**config.mk**
```make
export PLATFORM = sky130hd
export DESIGN_NAME = serial_ctl_port
export DESIGN_NICKNAME = d
export VERILOG_FILES = /design/src/rtl/serial_ctl_port.sv
export SDC_FILE = /design/constraint.sdc
export NUM_CORES = 1
export LEC_CHECK = 0
export BUFFER_PORTS_ARGS = -buffer_cell sky130_fd_sc_hd__buf_2
export CAP_MARGIN = 20
export CORE_MARGIN = 2
export CORE_UTILIZATION = 51
export DETAILED_ROUTE_END_ITERATION = 8
export HOLD_SLACK_MARGIN = 0.03
export PLACE_DENSITY_LB_ADDON = 0.08
export REMOVE_ABC_BUFFERS = 1
export SLEW_MARGIN = 20
export SYNTH_ARGS = -nofsm -noshare
export SYNTH_HDL_FRONTEND = slang
export SYNTH_SLANG_ARGS = --single-unit
```
**constraint.sdc**
```tcl
create_clock -name clk -period 6.1 [get_ports clk]
set_input_delay 1.22 -clock clk [delete_from_list [all_inputs] [get_ports clk]]
set_output_delay 1.22 -clock clk [all_outputs]
set_load 0.05 [all_outputs]
```
**src/rtl/serial_ctl_port.sv**
```systemverilog
module serial_ctl_port #(
  parameter int LW = 5
) (
  input  logic          clk,
  input  logic          por_n,
  input  logic          mrst,
  input  logic          sclk,
  input  logic          csn,
  input  logic          sdi,
  output logic          sdo,
  output logic          sdo_oe,
  input  logic [LW-1:0] lat_in,
  output logic [LW-1:0] lat_out,
  output logic [LW-1:0] lat_oe,
  output logic [7:0]    ctrl,
  output logic [7:0]    tx_gain,
  output logic [7:0]    rx_gain,
  output logic [7:0]    hyb,
  output logic          pwr_up
);
  localparam logic [3:0] A_CTRL = 4'd0, A_TXG = 4'd1, A_RXG = 4'd2,
                         A_HYB = 4'd3, A_DIR = 4'd4, A_LAT = 4'd5;
  localparam int CW = 5;

  logic          rst;
  logic [2:0]    sc_s;
  logic [1:0]    cs_s, di_s;
  logic [CW-1:0] cnt;
  logic [6:0]    sh;
  logic [4:0]    inst;
  logic [7:0]    dout, rdv;
  logic [LW-1:0] dir, lat;
  logic [7:0]    nb;
  logic          act, rise, fall, wr_go;

  assign rst   = mrst | ~por_n;
  assign act   = ~cs_s[1];
  assign rise  = sc_s[1] & ~sc_s[2];
  assign fall  = ~sc_s[1] & sc_s[2];
  assign nb    = {sh, di_s[1]};
  assign wr_go = act & rise & (cnt == CW'(15)) & ~inst[4];

  always_ff @(posedge clk or posedge rst)
    if (rst) begin
      sc_s <= '0;
      cs_s <= 2'b11;
      di_s <= '0;
    end else begin
      sc_s <= {sc_s[1:0], sclk};
      cs_s <= {cs_s[0], csn};
      di_s <= {di_s[0], sdi};
    end

  always_comb
    case (nb[6:3])
      A_CTRL:  rdv = ctrl;
      A_TXG:   rdv = tx_gain;
      A_RXG:   rdv = rx_gain;
      A_HYB:   rdv = hyb;
      A_DIR:   rdv = 8'(dir);
      A_LAT:   rdv = 8'(lat);
      default: rdv = 8'h00;
    endcase

  always_ff @(posedge clk or posedge rst)
    if (rst) begin
      cnt  <= '0;
      sh   <= '0;
      inst <= '0;
      dout <= '0;
    end else if (!act) begin
      cnt <= '0;
    end else begin
      if (rise && cnt < CW'(16)) begin
        sh  <= nb[6:0];
        cnt <= cnt + CW'(1);
        if (cnt == CW'(7)) begin
          inst <= nb[7:3];
          if (nb[7]) dout <= rdv;
        end
      end
      if (fall && cnt >= CW'(9) && cnt <= CW'(15))
        dout <= {dout[6:0], 1'b0};
    end

  always_ff @(posedge clk or posedge rst)
    if (rst) begin
      ctrl    <= '0;
      tx_gain <= '0;
      rx_gain <= '0;
      hyb     <= '0;
      dir     <= '0;
      lat     <= '0;
    end else if (wr_go) begin
      case (inst[3:0])
        A_CTRL: ctrl    <= nb;
        A_TXG:  tx_gain <= nb;
        A_RXG:  rx_gain <= nb;
        A_HYB:  hyb     <= nb;
        A_DIR:  dir     <= nb[LW-1:0];
        default: ;
      endcase
      lat <= (((inst[3:0] == A_LAT) ? nb[LW-1:0] : lat) & dir) | (lat_in & ~dir);
    end

  assign sdo     = dout[7];
  assign sdo_oe  = act & inst[4] & (cnt >= CW'(8)) & (cnt < CW'(16));
  assign lat_out = lat;
  assign lat_oe  = dir;
  assign pwr_up  = ctrl[0];
endmodule


```
==> results.md <==
- Worst EP required: 4880 ps
- CTS max path bufs: 2
- Ys flop type: dfrtp_1
- Final instance area: 4003 um^2
- # IOs: 56
- Post-synthesis xor/xnor area fraction: 0.7524%
- Post-layout util: 59.57%
- Worst setup path category: flop to output port
- Compound-Gate Fraction of Synth Area: 9.495%
- Post-CTS Setup Repair Bufs: 0
- Peak VDD IR: 224.3 uV
- Cts hold-fix bufs: 0
- CTS tree: yes
- Slew Limit Fails: 0
- Critical path arrival: 1490 ps
- Via Count: 2376
- Antenna violations before repair: 0
- Reg clk slew, reported paths: 70 ps
- Reg2reg end: rx_gain[3]
- FF-to-FF Start: cnt[0]
- Flop and latch count out of synthesis: 74
- Initial Utilization: 51.97%
- Crit-path max FO: 10
- Fmax: 0.3687 GHz
- Syn Inst Count: 277
- Number of global-route vias before repair: 2275
- R2R Setup Slk: 3640 ps
- Final WS setup: 3388 ps
- Total Wirelength: 7452 um
- # diodes: 0
- Reg2reg path depth: 6
- Clock skew: 6.618 ps
- Fin nets: 343
- Critical path's slowest cell: dfstp_2
- Status: complete, no violations
- Main combinational cell family by area after synthesis: multiplexers
- CTS sink cnt: 74
- Worst-Margin Slew: 917.8 ps
- Final Hold Fails: 0
- Synth Area in Simple Gates: 11.57%
- PD cells: 269.4 nW/um^2
- Yosys cell types: 53
- CTS H-tree depth: 3
- HP Class: flop to flop
- CTS Buf Count: 9
- Root buffer cell: clkbuf_8
- Worst setup EP type: output port
- Area share of the largest cell type after synthesis: 51.59%
- Synth area leader: dfrtp_1
- Critical-path cell list: nor2_1 > and3_1 > buf_2
- Post-synth ARST share: 100.0%
- Area of the mapped netlist: 3492 um^2
- Core area: 6719 um^2
- Die area: 7526 um^2
- Area Overhead vs Synth: 14.62%
- Fin crit share: 44.46%
- I/O Buffers: 55
- Startpoint types: flop
- Antenna Nets Post-Route: 0
- Die W: 86.75 um
- Post_cts resized: 0
- Hold path depth: 0
- DP Worst Slack: 3654 ps
- Largest net degree at the start of global routing: 75
- Ratio of cells with drive above 1 in the final layout: 41.87%
- TNS Setup: 0 ps
- Starting DRT DRC Count: 107
- DRT Pass-1 Iters: 4
- DP HPWL: 5202 um
- Setup violations, final: 0
- Chip height: 86.75 um
- Synthesized-area fraction occupied by adder cells: 1.433%
- Avg Inst Size Synth: 12.61 um^2
- # Max-Cap Violations: 0
- Final Critical Period: 2712 ps
- Sequential area share after synthesis: 53.10%
- Syn. warnings: 0
- Ranking of synthesized cells by area: dfrtp_1 (52%), mux2_2 (15%), mux2i_1 (5.4%)
- Max stage delay on crit path: 660 ps
- Number of synthesized flops with an enable pin: 0
- Hold Path Origin: di_s[0]
- WL per Instance: 18.09 um
- First-pass GRT wire length: 12150 um
- Hold endpoint: di_s[1]
- Commonest non-fill, non-tap cells in the layout: dfrtp_1 (72), buf_2 (55), mux2_2 (48)
- Gpl congestion: 0.8255
- Commonest non-fill, non-tap cell in the layout: dfrtp_1
- Detailed-route DRC error count: 0
- Max-slew headroom: 38.81%
- Total track usage: 21.48%
- Cell Area, Placed: 3810 um^2
- Fraction of synthesized area in multiplexers: 20.92%
- Vias per Instance: 5.767
- Unrepaired setup endpoints after global routing: false
- Total congestion overflow: 0
- # rows: 30
- Clock insertion delay at the later pin of the skew report: 340 ps
- Static Leak: 2.016 nW
- Overall Power: 1.078 mW
## power by group
group	internal, mW	switching (mW)	total (mW)
clock	0.199	0.177	0.375
sequential	0.512	0.0623	0.574
combinational	0.0609	0.0676	0.129
total	0.772	0.307	1.08
## kinds of logic after synthesis
logic type,Yosys count
xor gates and xnor gates,3
adders and majority gates,4
muxes,67
DFF,74
buffers and inverters,21
AOI/OAI and AO/OA,46
and+or+nand+nor,62
## synth_stat cells, drive strengths merged (4+ instances only)
library cell / number
dfrtp: 72
mux2: 48
nor2: 23
mux2i: 19
o21ai: 11
buf: 10
a21oi: 9
clkbuf: 7
o221a: 6
nand2: 5
ha: 4
inv: 4
o22a: 4
## worst max-delay path, delay by kind of cell (launching register included)
family                 cells  cell delay (ps)
AND/OR/NAND/NOR            2              290
flip-flops                 1              660
buffers and inverters      1              200
## per-layer routing
metal / routed length, um / track usage [%] / part of all wire (%) / vias up
met4: 99 / 7.670 / 1.3 / 0
li1: - / - / - / 1126
met5: 0 / 0 / 0 / -
met3: 293 / 4.571 / 3.9 / 10
met2: 3501 / 31.89 / 47 / 45
met1: 3557 / 31.22 / 48 / 1195
## registers in the layout (all words and copies together) (netlist names), 5 cells and up, named ones only
register  count
ctrl          8
dout          8
hyb           8
rx_gain       8
tx_gain       8
sh            7
cnt           5
inst          5
lat_oe        5
## area by class of cell
cell class	count	area, um^2
sequential	74	1854
multi-input combinational	182	1550
clock inverter	4	51.30
fill	569	2716
clock buffer	11	141.4
tap	80	100.1
timing repair buffer	57	290.3
inverter	4	15.01
## worst max path at each step
stage                       start                          to  slack (ps)
after detailed placement   cnt[0]                  rx_gain[6]        3650
after global routing      cs_s[1]                      sdo_oe        3320
after global placement     cnt[0]                  rx_gain[6]        3730
after floorplan              mrst  asynchronous set/reset pin         300
after CTS                 cs_s[1]                      sdo_oe        3370
final                     cs_s[1]                      sdo_oe        3390
## through the flow
stage | hold WS, ps | std cells
after floorplan | 331.2 | 260
final | 352.4 | 412
after detailed placement | 338.9 | 397
after CTS | 356.7 | 412
after global routing | 357.6 | 412
after global placement | 332.7 | 397
(Power assumes the default switching activity.)
